File: src/rtl/adc_wcmp_pkg.sv
package adc_wcmp_pkg;
  localparam int ADDR_W = 2;
  localparam logic [ADDR_W-1:0] ADDR_CTRL = 2'd0;
  localparam logic [ADDR_W-1:0] ADDR_THR  = 2'd1;
  localparam logic [ADDR_W-1:0] ADDR_CAPT = 2'd2;

  localparam int NCOND = 5;
  typedef enum int {
    REL_LT_LO = 0,
    REL_GE_LO = 1,
    REL_LT_HI = 2,
    REL_GE_HI = 3,
    REL_WIN   = 4
  } rel_e;

  localparam int CTRL_EN   = 0;
  localparam int CTRL_IE   = 1;
  localparam int CTRL_REL  = 2;
  localparam int STAT_EVT  = 8;
endpackage

File: src/rtl/adc_wcmp_eval.sv
module adc_wcmp_eval
  import adc_wcmp_pkg::*;
#(
  parameter int DATA_W = 32,
  parameter int THR_W  = 16
) (
  input  logic              valid_i,
  input  logic              en_i,
  input  logic [DATA_W-1:0] data_i,
  input  logic [THR_W-1:0]  lo_i,
  input  logic [THR_W-1:0]  hi_i,
  input  logic [NCOND-1:0]  rel_en_i,
  output logic              hit_o
);
  localparam int PAD_W = DATA_W - THR_W;

  logic [DATA_W-1:0] lo_x, hi_x;
  logic [NCOND-1:0]  rel;

  assign lo_x = {{PAD_W{1'b0}}, lo_i};
  assign hi_x = {{PAD_W{1'b0}}, hi_i};

  always_comb begin
    rel            = '0;
    rel[REL_LT_LO] = data_i < lo_x;
    rel[REL_GE_LO] = data_i >= lo_x;
    rel[REL_LT_HI] = data_i < hi_x;
    rel[REL_GE_HI] = data_i >= hi_x;
    rel[REL_WIN]   = (data_i >= lo_x) && (data_i < hi_x);
  end

  assign hit_o = valid_i & en_i & |(rel & rel_en_i);

  always_comb begin
    if (!(valid_i && en_i)) assert_no_eval_R7: assert (!hit_o);
  end
endmodule

File: src/rtl/adc_wcmp_regs.sv
module adc_wcmp_regs
  import adc_wcmp_pkg::*;
#(
  parameter int DATA_W = 32,
  parameter int THR_W  = 16,
  parameter int ID_W   = 5
) (
  input  logic              clk_i,
  input  logic              rst_ni,
  input  logic              we_i,
  input  logic              re_i,
  input  logic [ADDR_W-1:0] addr_i,
  input  logic [31:0]       wdata_i,
  input  logic              evt_i,
  input  logic [ID_W-1:0]   id_i,
  output logic              en_o,
  output logic              ie_o,
  output logic [NCOND-1:0]  rel_en_o,
  output logic [THR_W-1:0]  lo_o,
  output logic [THR_W-1:0]  hi_o,
  output logic              dis_o,
  output logic              clr_o,
  output logic [31:0]       rdata_o
);
  logic wr_ctrl, wr_thr;
  logic unused_wdata;

  assign wr_ctrl = we_i && (addr_i == ADDR_CTRL);
  assign wr_thr  = we_i && (addr_i == ADDR_THR);
  assign dis_o   = wr_ctrl && !wdata_i[CTRL_EN];
  assign clr_o   = re_i && (addr_i == ADDR_CAPT);
  assign unused_wdata = ^wdata_i[31:CTRL_REL+NCOND];

  always_ff @(posedge clk_i or negedge rst_ni) begin
    if (!rst_ni) begin
      en_o     <= 1'b0;
      ie_o     <= 1'b0;
      rel_en_o <= '0;
      lo_o     <= '0;
      hi_o     <= '0;
    end else begin
      if (wr_ctrl) begin
        en_o     <= wdata_i[CTRL_EN];
        ie_o     <= wdata_i[CTRL_IE];
        rel_en_o <= wdata_i[CTRL_REL +: NCOND];
      end
      if (wr_thr) begin
        lo_o <= wdata_i[THR_W-1:0];
        hi_o <= wdata_i[2*THR_W-1:THR_W];
      end
    end
  end

  always_comb begin
    rdata_o = '0;
    unique case (addr_i)
      ADDR_CTRL: begin
        rdata_o[CTRL_EN]              = en_o;
        rdata_o[CTRL_IE]              = ie_o;
        rdata_o[CTRL_REL +: NCOND]    = rel_en_o;
        rdata_o[STAT_EVT]             = evt_i;
      end
      ADDR_THR:  rdata_o[2*THR_W-1:0] = {hi_o, lo_o};
      ADDR_CAPT: begin
        rdata_o[ID_W-1:0]             = id_i;
        rdata_o[STAT_EVT]             = evt_i;
      end
      default:   rdata_o = '0;
    endcase
  end
endmodule

File: src/rtl/adc_wcmp_event.sv
module adc_wcmp_event #(
  parameter int ID_W = 5
) (
  input  logic            clk_i,
  input  logic            rst_ni,
  input  logic            hit_i,
  input  logic            dis_i,
  input  logic            clr_i,
  input  logic [ID_W-1:0] ain_i,
  output logic            evt_o,
  output logic [ID_W-1:0] id_o
);
  logic capture;

  // capture only on a fresh event; a same-cycle read counts as fresh
  assign capture = hit_i && !dis_i && (!evt_o || clr_i);

  always_ff @(posedge clk_i or negedge rst_ni) begin
    if (!rst_ni) begin
      evt_o <= 1'b0;
      id_o  <= '0;
    end else begin
      if (dis_i)      evt_o <= 1'b0;
      else if (hit_i) evt_o <= 1'b1;
      else if (clr_i) evt_o <= 1'b0;
      if (capture)    id_o  <= ain_i;
    end
  end

  assert_hit_sets_R8: assert property (@(posedge clk_i) disable iff (!rst_ni)
    (hit_i && !dis_i) |=> evt_o);
  assert_id_held_R8: assert property (@(posedge clk_i) disable iff (!rst_ni)
    (evt_o && !clr_i) |=> $stable(id_o));
  assert_read_clear_R9: assert property (@(posedge clk_i) disable iff (!rst_ni)
    (clr_i && !hit_i) |=> !evt_o);
  assert_event_wins_R9: assert property (@(posedge clk_i) disable iff (!rst_ni)
    (clr_i && hit_i && !dis_i) |=> (evt_o && id_o == $past(ain_i)));
  assert_disable_clear_R10: assert property (@(posedge clk_i) disable iff (!rst_ni)
    dis_i |=> !evt_o);
endmodule

File: src/rtl/adc_wcmp.sv
module adc_wcmp
  import adc_wcmp_pkg::*;
#(
  parameter int DATA_W = 32,
  parameter int THR_W  = 16,
  parameter int ID_W   = 5
) (
  input  logic              clk_i,
  input  logic              rst_ni,
  input  logic              res_valid_i,
  input  logic [DATA_W-1:0] res_data_i,
  input  logic [ID_W-1:0]   res_ain_i,
  input  logic              reg_we_i,
  input  logic              reg_re_i,
  input  logic [ADDR_W-1:0] reg_addr_i,
  input  logic [31:0]       reg_wdata_i,
  output logic [31:0]       reg_rdata_o,
  output logic              irq_o
);
  logic             en, ie, dis, clr, hit, evt;
  logic [NCOND-1:0] rel_en;
  logic [THR_W-1:0] lo, hi;
  logic [ID_W-1:0]  id;

  adc_wcmp_regs #(.DATA_W(DATA_W), .THR_W(THR_W), .ID_W(ID_W)) u_regs (
    .clk_i, .rst_ni,
    .we_i(reg_we_i), .re_i(reg_re_i), .addr_i(reg_addr_i), .wdata_i(reg_wdata_i),
    .evt_i(evt), .id_i(id),
    .en_o(en), .ie_o(ie), .rel_en_o(rel_en), .lo_o(lo), .hi_o(hi),
    .dis_o(dis), .clr_o(clr), .rdata_o(reg_rdata_o)
  );

  adc_wcmp_eval #(.DATA_W(DATA_W), .THR_W(THR_W)) u_eval (
    .valid_i(res_valid_i), .en_i(en), .data_i(res_data_i),
    .lo_i(lo), .hi_i(hi), .rel_en_i(rel_en), .hit_o(hit)
  );

  adc_wcmp_event #(.ID_W(ID_W)) u_event (
    .clk_i, .rst_ni,
    .hit_i(hit), .dis_i(dis), .clr_i(clr), .ain_i(res_ain_i),
    .evt_o(evt), .id_o(id)
  );

  assign irq_o = evt & ie;

  assert_irq_gated_R11: assert property (@(posedge clk_i) disable iff (!rst_ni)
    !ie |-> !irq_o);
  assert_irq_follows_R11: assert property (@(posedge clk_i) disable iff (!rst_ni)
    (ie && evt) |-> irq_o);
  assert_reset_clear_R1: assert property (@(posedge clk_i)
    $rose(rst_ni) |-> (!irq_o && reg_rdata_o[STAT_EVT] == 1'b0));
endmodule

File: config.mk
export PLATFORM = sky130hd
export DESIGN_NAME = adc_wcmp
export DESIGN_NICKNAME = d
export VERILOG_FILES = /design/src/rtl/adc_wcmp_pkg.sv /design/src/rtl/adc_wcmp_eval.sv /design/src/rtl/adc_wcmp_regs.sv /design/src/rtl/adc_wcmp_event.sv /design/src/rtl/adc_wcmp.sv
export SDC_FILE = /design/constraint.sdc
export NUM_CORES = 1
export LEC_CHECK = 0
export ABC_AREA = 1
export ABC_CLOCK_PERIOD_IN_PS = 4500
export BUFFER_PORTS_ARGS = -buffer_cell sky130_fd_sc_hd__buf_2
export CAP_MARGIN = 20
export CORE_ASPECT_RATIO = 1.2
export CORE_MARGIN = 5
export CORE_UTILIZATION = 30
export CTS_BUF_LIST = sky130_fd_sc_hd__clkbuf_4
export DETAILED_ROUTE_END_ITERATION = 7
export PLACE_DENSITY_LB_ADDON = 0.15
export RECOVER_POWER = 50
export SETUP_SLACK_MARGIN = 0.4
export SYNTH_ARGS = -nofsm -noshare
export SYNTH_HDL_FRONTEND = slang
export SYNTH_SLANG_ARGS = --single-unit
File: constraint.sdc
create_clock -name clk_i -period 4.5 [get_ports clk_i]
set_input_delay 0.225 -clock clk_i [delete_from_list [all_inputs] [get_ports clk_i]]
set_output_delay 0.225 -clock clk_i [all_outputs]
set_load 0.03 [all_outputs]
==> impl_metrics.json, run 1 <==
{
  "worstSetupStartpoint": "reg_addr_i[0]",
  "vias": 2847,
  "dr.pass1.iters": 4,
  "reg2reg_from": "u_regs.lo_o[15]",
  "setup-tns-final_ps": 0,
  "post-route-period-util": 0.633,
  "ys_top_cells_by_area": "dfrtp_1 (38%), ha_1 (14%), nand2_1 (12%), nor2_1 (8.6%), inv_1 (7.9%)",
  "core_area_um2": 9560,
  "wl_per_cell_um": 13.1,
  "cap_viol_max_count": 2,
  "start_util": 0.307,
  "place_area_um2": 3600,
  "floorplan.rows": 39,
  "r2r-end": "u_event.id_o[3]",
  "synth_common_cells": "nand2_1 (92), nor2_1 (67), inv_1 (62)",
  "synthSimpleGateAreaFrac": 0.268,
  "path_buf_inv": 4,
  "synth_edf_count": 0,
  "grt_max_degree": 46,
  "grt_pass1_wl_mm": 13.7,
  "crit_fanout": 32,
  "worstSetupPathType": "input port to flip-flop",
  "dieArea_um2": 11900,
  "maxSlewHeadroom": -0.453,
  "antennaDiodeCount": 0,
  "hpwl_mm": 6.67,
  "slowest_stage": "clkbuf_1",
  "p_per_area_nw_per_um2": 345,
  "finalClockSkew_ps": 5.80,
  "synth_compound_area_frac": 0.113,
  "reg2regPathDepth": 14,
  "path_cells": "clkbuf_1, nand2_1, clkbuf_1, inv_1, nand2_1, buf_4, nor2_1, a21oi_1",
  "vias_per_cell": 4.50,
  "synth_top_family_by_area": "simple AND/OR/NAND/NOR gates",
  "clkLatencyLatePin_ps": 360,
  "ant_nets": 0,
  "grt_pass1_vias": 2953,
  "rsz0062_at_grt": "no",
  "grt.busiest_layer": "met2",
  "nets": 617,
  "synthXorXnorAreaFrac": 0,
  "startpoint_type": "input port",
  "drc_errors": 0,
  "stdcell_area_um2": 3700,
  "die_y_um": 118,
  "ys_warn_count": 0,
  "async_flop_share": 1.00,
  "syn_area_um2": 2930,
  "cts_sinks": 45,
  "ctsLongestPathBuffers": 2,
  "peakVddDrop_mv": 0.176,
  "synth_top_area_cell": "dfrtp_1",
  "syn_to_final_growth_pct": 26.3,
  "max_stage_delay_ps": 1140,
  "fin_crit_ps": 2850,
  "synth_seq_cells": 45,
  "drt-initial-drc-count": 66,
  "ys.flop_type": "dfrtp_1",
  "use_met3": 0.0336,
  "synthMuxAreaShare": 0.00384,
  "syn_inst": 400,
  "yosysUniqueCellTypes": 25,
  "status": "finished, violations left",
  "synth_fa_ha_area_frac": 0.137,
  "p_leak_nw": 2.13,
  "violations": "capacitance limit, slew limit",
  "cts_resized": 0,
  "post_cts.repair.setup_buffers": 0,
  "synth.most_common_cell": "nand2_1",
  "synth_area_per_cell_um2": 7.33,
  "cp.depth": 8,
  "max_freq_ghz": 0.351,
  "routed_wl_mm": 8.31,
  "finalSetupViolCount": 0,
  "endpoint_kind": "flip-flop",
  "root_buffer": "clkbuf_4",
  "port-buffer-count": 108,
  "ios": 109,
  "numCtsBuffers": 5,
  "grt_usage": 0.143,
  "cp-endpoint": "u_regs.lo_o[13]",
  "drive_above_1_share": 0.239,
  "clk_pin_slew_ps": 140,
  "crit_family": "buffers and inverters",
  "cp.arrival_ps": 3150,
  "die_x_um": 100,
  "htree_num_levels": 2,
  "yosysTopAreaCellShare": 0.384,
  "use_met1": 0.180,
  "r2r_slack_ps": 2450,
  "gp_congestion": 0.770,
  "cts_tree": "done",
  "tightest_slew_ps": 2180,
  "yosysSeqAreaShare": 0.384,
  "grt_overflow_total": 0,
  "mappedNetlistNets": 508,
  "grt_util_met2": 0.241,
  "fillCellCount": 1076,
  "hp-class": "input port to flip-flop",
  "worstPathRequired_ps": 4800,
  "slew_violations": 73,
  "hold_viol_final": 0,
  "antenna_found_initial": 0
}
-- worst min-delay path, delay by kind of cell --
family        cells  cell delay [ps]
simple gates      2              120
buf+inv           1              100
-- timing repair --
item,4_1_cts,5_1_grt
endpoints found under the hold margin,0,45
endpoints found under the setup margin,0,0
hold buffers,0,1
-- power breakdown --
part	switching, W	internal, W	total [W]
sequential	0.0000399	0.000484	0.000524
combinational	0.000282	0.000153	0.000435
clock	0.000144	0.000175	0.000319
total	0.000466	0.000812	0.00128
-- cell type report --
| class | count | area (um2) | area share |
|---|---|---|---|
| tap | 123 | 154 | 0.0415 |
| timing repair buffer | 112 | 554 | 0.150 |
| multi-input combinational | 282 | 1530 | 0.412 |
| clock inverter | 3 | 68.8 | 0.0186 |
| clock buffer | 5 | 37.5 | 0.0101 |
| sequential | 45 | 1130 | 0.304 |
| inverter | 63 | 236 | 0.0638 |
-- state kept, by name (all words and copies together) (netlist names) --
signal	flops
u_regs.en_o	1
u_regs.lo_o	16
u_regs.hi_o	16
u_event.evt_o	1
u_regs.rel_en_o	5
u_regs.ie_o	1
u_event.id_o	5
-- stage by stage --
step / setup slack (ps) / hold WS, ps / instances / util / power (W)
after floorplan: 2770 / -70.6 / 400 / - / 0.000827
after global placement: 2510 / 464 / 623 / 0.377 / 0.000968
after detailed placement: 2450 / 468 / 623 / 0.377 / 0.000977
after CTS: 2470 / 51.2 / 631 / 0.388 / 0.00130
after global routing: 1250 / 75.0 / 633 / 0.387 / 0.00139
final: 1650 / 94.7 / 633 / 0.387 / 0.00128
-- cell usage in the layout, fill, tap and decap left out, types with 2 or more instances in the layout --
cell,synthesis,layout
nand4_1,5,5
dfrtp_1,45,45
a21oi_1,36,36
o21ai_0,15,15
nand2_1,92,92
buf_2,2,99
clkbuf_4,0,5
clkbuf_1,8,11
nand3_1,12,12
bufinv_16,0,2
nor2_2,7,6
a21oi_2,2,2
o211ai_1,4,4
ha_1,32,32
nor2_1,67,68
inv_1,62,62
-- routing by layer --
metal	vias up	wire, um
met5	-	0
met4	0	164
met3	10	556
met2	80	3900
met1	1276	3690
li1	1481	-
-- worst min-delay path by stage --
stage	start	to	slack (ps)	depth (start not counted)
5_1_grt	reg_wdata_i[31]	u_regs.hi_o[15]	80	3
6_report	res_ain_i[2]	u_event.id_o[2]	90	3
3_5_place_dp	u_event.id_o[0]	u_event.id_o[0]	470	2
2_1_floorplan	rst_ni	u_event.evt_o	-70	0
4_1_cts	rst_ni	u_event.id_o[3]	50	1
3_3_place_gp	rst_ni	u_event.id_o[3]	460	1
-- logic make-up after synthesis --
logic type               after synthesis
AND/OR/NAND/NOR                      188
buffers and inverters                 73
AO/OA/AOI/OAI                         61
flip-flops                            45
adder cells (fa/ha/maj)               32
multiplexers                           1
(Power assumes the default switching activity.)
==> inputs of run 2 (changes only) <==
--- a/config.mk
+++ b/config.mk
@@ -6,7 +6,7 @@
 export NUM_CORES = 1
 export LEC_CHECK = 0
 export ABC_AREA = 1
-export ABC_CLOCK_PERIOD_IN_PS = 4500
+export ABC_CLOCK_PERIOD_IN_PS = 2500
 export BUFFER_PORTS_ARGS = -buffer_cell sky130_fd_sc_hd__buf_2
 export CAP_MARGIN = 20
 export CORE_ASPECT_RATIO = 1.2
==> constraint.sdc (replaced) <==
create_clock -name clk_i -period 2.5 [get_ports clk_i]
set_input_delay 0.125 -clock clk_i [delete_from_list [all_inputs] [get_ports clk_i]]
set_output_delay 0.125 -clock clk_i [all_outputs]
set_load 0.03 [all_outputs]
==> run 2 against run 1 <==
The flow now finishes without violations. Final area increased by 1.1%. Cell count increased by 1.1%. Setup slack got worse by 1100 ps. Via count decreased by 0.88%. Register-to-register slack got worse by 1900 ps. Utilization increased by 0.42 points. Sequential cell count unchanged. Clock power increased by 8.5%. Wire length increased by 0.16%. Clock skew increased by 10 ps. Largest cell class unchanged. Largest power group unchanged.
==> impl_metrics.json, run 2 (synthesis gave the netlist of run 1 again) <==
{
  "status": "completed",
  "startpoint_type": "flip-flop",
  "cts_sinks": 45,
  "syn_to_final_growth_pct": 27.7,
  "root_buffer": "clkbuf_4",
  "dp.cells": 624,
  "routed_wl_mm": 8.33,
  "fin_crit_ps": 1960,
  "crit_fanout": 7,
  "vias": 2822,
  "worstPathRequired_ps": 2750,
  "peakVddDrop_mv": 0.334,
  "htree_num_levels": 2,
  "grt_overflow_total": 0,
  "setup-tns-final_ps": 0,
  "cts_tree": "done",
  "p_per_area_nw_per_um2": 558,
  "numCtsBuffers": 5,
  "vias_per_cell": 4.41,
  "post_cts.repair.setup_buffers": 0,
  "p_leak_nw": 2.18,
  "port-buffer-count": 108,
  "worstHoldEndpoint": "u_regs.lo_o[13]",
  "clk_pin_slew_ps": 140,
  "start_util": 0.307,
  "max_stage_delay_ps": 380,
  "hpwl_mm": 6.84,
  "finalClockSkew_ps": 16.3,
  "finalNonFillerCells": 640,
  "grt_pass1_wl_mm": 13.3,
  "min-delay-start": "reg_wdata_i[13]",
  "antennaDiodeCount": 0,
  "final_cell_mix": "buf_2 (106), nand2_1 (92), nor2_1 (67)",
  "setup_ws_ps": 540,
  "reg.largest.list": "u_regs.hi_o x16, u_regs.lo_o x16",
  "drc_errors": 0,
  "slew_violations": 0,
  "dr.pass1.iters": 4,
  "rsz0062_at_grt": "no",
  "clkLatencyLatePin_ps": 350,
  "worstSetupPathType": "flip-flop to flip-flop",
  "core_area_um2": 9560,
  "grt_max_degree": 46,
  "hp-class": "input port to flip-flop",
  "ios": 109,
  "ctsLongestPathBuffers": 2,
  "tightest_slew_ps": 1260,
  "grt_pass1_vias": 2742,
  "r2r_slack_ps": 540,
  "endpoint_kind": "flip-flop",
  "cp.arrival_ps": 2210,
  "maxSlewHeadroom": 0.163,
  "drive_above_1_share": 0.251,
  "reg2regPathDepth": 14,
  "gp_congestion": 0.829,
  "path_common_cell": "nand2_1",
  "slowest_stage": "dfrtp_1",
  "drt-initial-drc-count": 44,
  "nets": 625,
  "die_y_um": 118,
  "ant_nets": 0,
  "finalSetupViolCount": 0,
  "r2r-end": "u_event.id_o[2]",
  "antenna_found_initial": 0,
  "holdWs_ps": 7.59,
  "floorplan.rows": 39,
  "path_cells": "inv_1, ha_1, nand2_1, nand2_1, a21oi_2, nand3_1, nor2_2, nand3_1, nor2_2, nor2_4, nand2_4, nand3_4, nand2_1, nand2_1",
  "power.total_w": 0.00209,
  "place_ws_ps": 526,
  "post-route-period-util": 0.784,
  "cap_viol_max_count": 0,
  "die_x_um": 100,
  "max_freq_ghz": 0.510,
  "final_common_cell": "buf_2",
  "hold_viol_final": 0,
  "dieArea_um2": 11900,
  "holdPathStages": 3,
  "reg2reg_from": "u_regs.hi_o[13]",
  "grt_usage": 0.140,
  "wl_per_cell_um": 13.0
}
## run 2: metrics by stage
step	util	cell area (um2)
finish	0.392	3740
global route	0.392	3740
CTS	0.391	3740
detailed placement	0.378	3610
global placement	0.378	3610
floorplan	-	2930
## run 2: worst max-delay path by stage
stage                    start              end  cells after the start
5_1_grt                 rst_ni  u_regs.lo_o[11]                      3
4_1_cts        u_regs.lo_o[15]  u_event.id_o[2]                     15
6_report       u_regs.hi_o[13]  u_event.id_o[2]                     14
3_5_place_dp   u_regs.lo_o[15]  u_event.id_o[4]                     15
3_3_place_gp   u_regs.lo_o[15]  u_event.id_o[3]                     15
2_1_floorplan  u_regs.hi_o[15]  u_event.id_o[0]                     14
## run 2: critical path: cells and delay by family, from the launching register on
family | cells | cell delay (ps)
AOI/OAI and AO/OA | 1 | 110
buffers and inverters | 1 | 100
DFF | 1 | 380
adders and majority gates | 1 | 250
and+or+nand+nor | 11 | 1020
## run 2: cell type report
type	instances	area, um2
fillers	1037	5820
multi-input cells	282	1540
flip-flops and latches	45	1130
repair buffers	120	638
inverters	63	236
well taps	123	154
clock buffers	6	45.0
clock inverters	1	3.75
## run 2: what timing repair did
item / in CTS / in global routing
hold buffers: 8 / 0
hold endpoints to repair: 52 / 0
resized for setup: 0 / 2
endpoints found under the setup margin: 0 / 6
## run 2: power by group
group / internal, W / switching (W) / leakage [nW] / total, W
combinational: 0.000289 / 0.000514 / 1.63 / 0.000803
sequential: 0.000871 / 0.0000696 / 0.516 / 0.000941
clock: 0.000114 / 0.000232 / 0.0292 / 0.000346
total: 0.00127 / 0.000816 / 2.18 / 0.00209
## run 2: metal layers
metal / share of wire / vias to the layer above / GRT usage
met2: 0.48 / 72 / 0.237
met5: 0 / - / 0
met3: 0.066 / 2 / 0.0312
met4: 0.0053 / 0 / 0.0303
met1: 0.45 / 1263 / 0.181
li1: - / 1485 / -
==> inputs of run 3 (changes only) <==
--- a/config.mk
+++ b/config.mk
@@ -6,7 +6,7 @@
 export NUM_CORES = 1
 export LEC_CHECK = 0
 export ABC_AREA = 1
-export ABC_CLOCK_PERIOD_IN_PS = 2500
+export ABC_CLOCK_PERIOD_IN_PS = 1850
 export BUFFER_PORTS_ARGS = -buffer_cell sky130_fd_sc_hd__buf_2
 export CAP_MARGIN = 20
 export CORE_ASPECT_RATIO = 1.2
==> constraint.sdc (replaced) <==
create_clock -name clk_i -period 1.85 [get_ports clk_i]
set_input_delay 0.0925 -clock clk_i [delete_from_list [all_inputs] [get_ports clk_i]]
set_output_delay 0.0925 -clock clk_i [all_outputs]
set_load 0.03 [all_outputs]
==> run 3 against run 2 <==
The run now ends with setup timing left. Critical path depth increased by 1. Cell count increased by 7.5%. First-iteration DRC count increased by 39%. Combinational power increased by 61%. Via count increased by 8.8%. Non-clock buffer count increased by 47. Worst hold slack got worse by 2.2 ps. Utilization increased by 6.5 points. Fmax increased by 3.2%. Setup slack got worse by 590 ps.
==> impl_metrics.json, run 3 (synthesis gave the netlist of run 1 again) <==
{
  "status": "finished, violations left",
  "violations": "setup timing",
  "floorplan.rows": 39,
  "routed_wl_mm": 8.78,
  "htree_num_levels": 2,
  "antenna_found_initial": 0,
  "start_util": 0.307,
  "setup-tns-final_ps": -210,
  "grt_max_degree": 33,
  "use_met1": 0.188,
  "dieArea_um2": 11900,
  "min-delay-start": "reg_we_i",
  "drive_above_1_share": 0.315,
  "crit_fanout": 7,
  "grt.busiest_layer": "met2",
  "dr.pass1.iters": 4,
  "cap_viol_max_count": 0,
  "cp.arrival_ps": 2180,
  "finalClockSkew_ps": 15.4,
  "grt_pass1_wl_mm": 14.6,
  "cts_sinks": 45,
  "drt-initial-drc-count": 61,
  "reg2regPathDepth": 15,
  "wl_per_cell_um": 12.8,
  "r2r_slack_ps": -50,
  "use_met3": 0.0277,
  "p_leak_nw": 2.40,
  "vias": 3071,
  "gp_congestion": 0.780,
  "worstSetupPathType": "flip-flop to flip-flop",
  "r2r-end": "u_event.id_o[1]",
  "vias_per_cell": 4.46,
  "max_freq_ghz": 0.526,
  "reg2reg_from": "u_regs.lo_o[15]",
  "fillCellCount": 1000,
  "final_common_cell": "buf_2",
  "die_x_um": 100,
  "hp-class": "input port to flip-flop",
  "grt_util_met2": 0.266,
  "ant_nets": 0,
  "fin_crit_ps": 1900,
  "reg.largest.list": "u_regs.hi_o x16, u_regs.lo_o x16",
  "seqCellArea_um2": 1130,
  "hold_viol_final": 0,
  "tightest_slew_ps": 1160,
  "hpwl_mm": 7.01,
  "place_ws_ps": -98.2,
  "cts_tree": "done",
  "setup_ws_ps": -49.9,
  "finalSetupViolCount": 5,
  "die_y_um": 118,
  "slew_violations": 0,
  "endpoint_kind": "flip-flop",
  "p_per_area_nw_per_um2": 765,
  "worstSetupStartpoint": "u_regs.lo_o[15]",
  "drc_errors": 0,
  "core_area_um2": 9560,
  "peakVddDrop_mv": 0.389,
  "maxSlewHeadroom": 0.227,
  "ios": 109,
  "multi_input_area_um2": 1680,
  "post-route-period-util": 1.03,
  "clkLatencyLatePin_ps": 370,
  "grt_pass1_vias": 3102,
  "rsz0062_at_grt": "yes",
  "numCtsBuffers": 5,
  "worstPathRequired_ps": 2130,
  "grt_usage": 0.150,
  "nets": 672,
  "cp-endpoint": "u_event.id_o[1]",
  "antennaDiodeCount": 0,
  "grt_overflow_total": 0,
  "port-buffer-count": 108,
  "syn_to_final_growth_pct": 49.0,
  "clk_pin_slew_ps": 150,
  "final_cell_mix": "buf_2 (105), nand2_1 (85), nor2_1 (68)",
  "ctsLongestPathBuffers": 2,
  "root_buffer": "clkbuf_4",
  "startpoint_type": "flip-flop"
}
-- run 3: how the worst min path moves through the flow --
| stage | end | slack [ps] | depth (start not counted) |
|---|---|---|---|
| after floorplan | u_event.evt_o | -200 | 0 |
| after global placement | u_regs.en_o | 110 | 1 |
| after detailed placement | u_regs.en_o | 100 | 1 |
| after CTS | u_regs.hi_o[14] | 3 | 3 |
| after global routing | u_regs.en_o | 0.8 | 3 |
| final | u_regs.en_o | 5 | 3 |
-- run 3: cell type report --
type,instances,area share
Multi-Input combinational cell,282,0.385
Sequential cell,45,0.258
Timing Repair Buffer,167,0.244
Inverter,63,0.0541
Tap cell,123,0.0352
Clock inverter,3,0.0149
Clock buffer,5,0.00859
-- run 3: worst max-delay path, stage by stage (launching register included) --
cell     delay [ps]
dfrtp_1         360
inv_2            50
ha_4            260
nand2_2          50
inv_2            70
nand3_4         100
nor3_4          180
nand3_2         120
inv_2            70
nor2_2           40
nor2_2          130
nor2_4           50
nand2_4         100
nand3_4         110
nand2_1          90
nand2_1          40
-- run 3: per-layer routing --
| metal | up-vias | share of wire |
|---|---|---|
| li1 | 1592 | - |
| met1 | 1400 | 0.44 |
| met2 | 71 | 0.50 |
| met3 | 8 | 0.055 |
| met4 | 0 | 0.011 |
| met5 | - | 0 |
-- run 3: power breakdown --
part | internal (W) | switching (W) | total (W)
Sequential | 0.00118 | 0.000103 | 0.00128
Clock | 0.000419 | 0.000349 | 0.000768
Combinational | 0.000538 | 0.000756 | 0.00129
-- run 3: per-stage QoR --
step	hold WS, ps	instances	area, um2	utilization	power, W
finish	5.40	688	4370	0.457	0.00334
global route	0.778	688	4370	0.457	0.00359
CTS	2.68	687	4350	0.454	0.00337
detailed placement	103	640	3830	0.400	0.00250
global placement	107	640	3830	0.400	0.00248
floorplan	-203	400	3020	-	0.00205
-- run 3: timing repair --
action	CTS	global route
setup endpoints to repair	6	6
buffers inserted	2	1
hold buffers	37	0
hold endpoints to repair	59	0
resized for setup	7	11
pin swaps	8	6
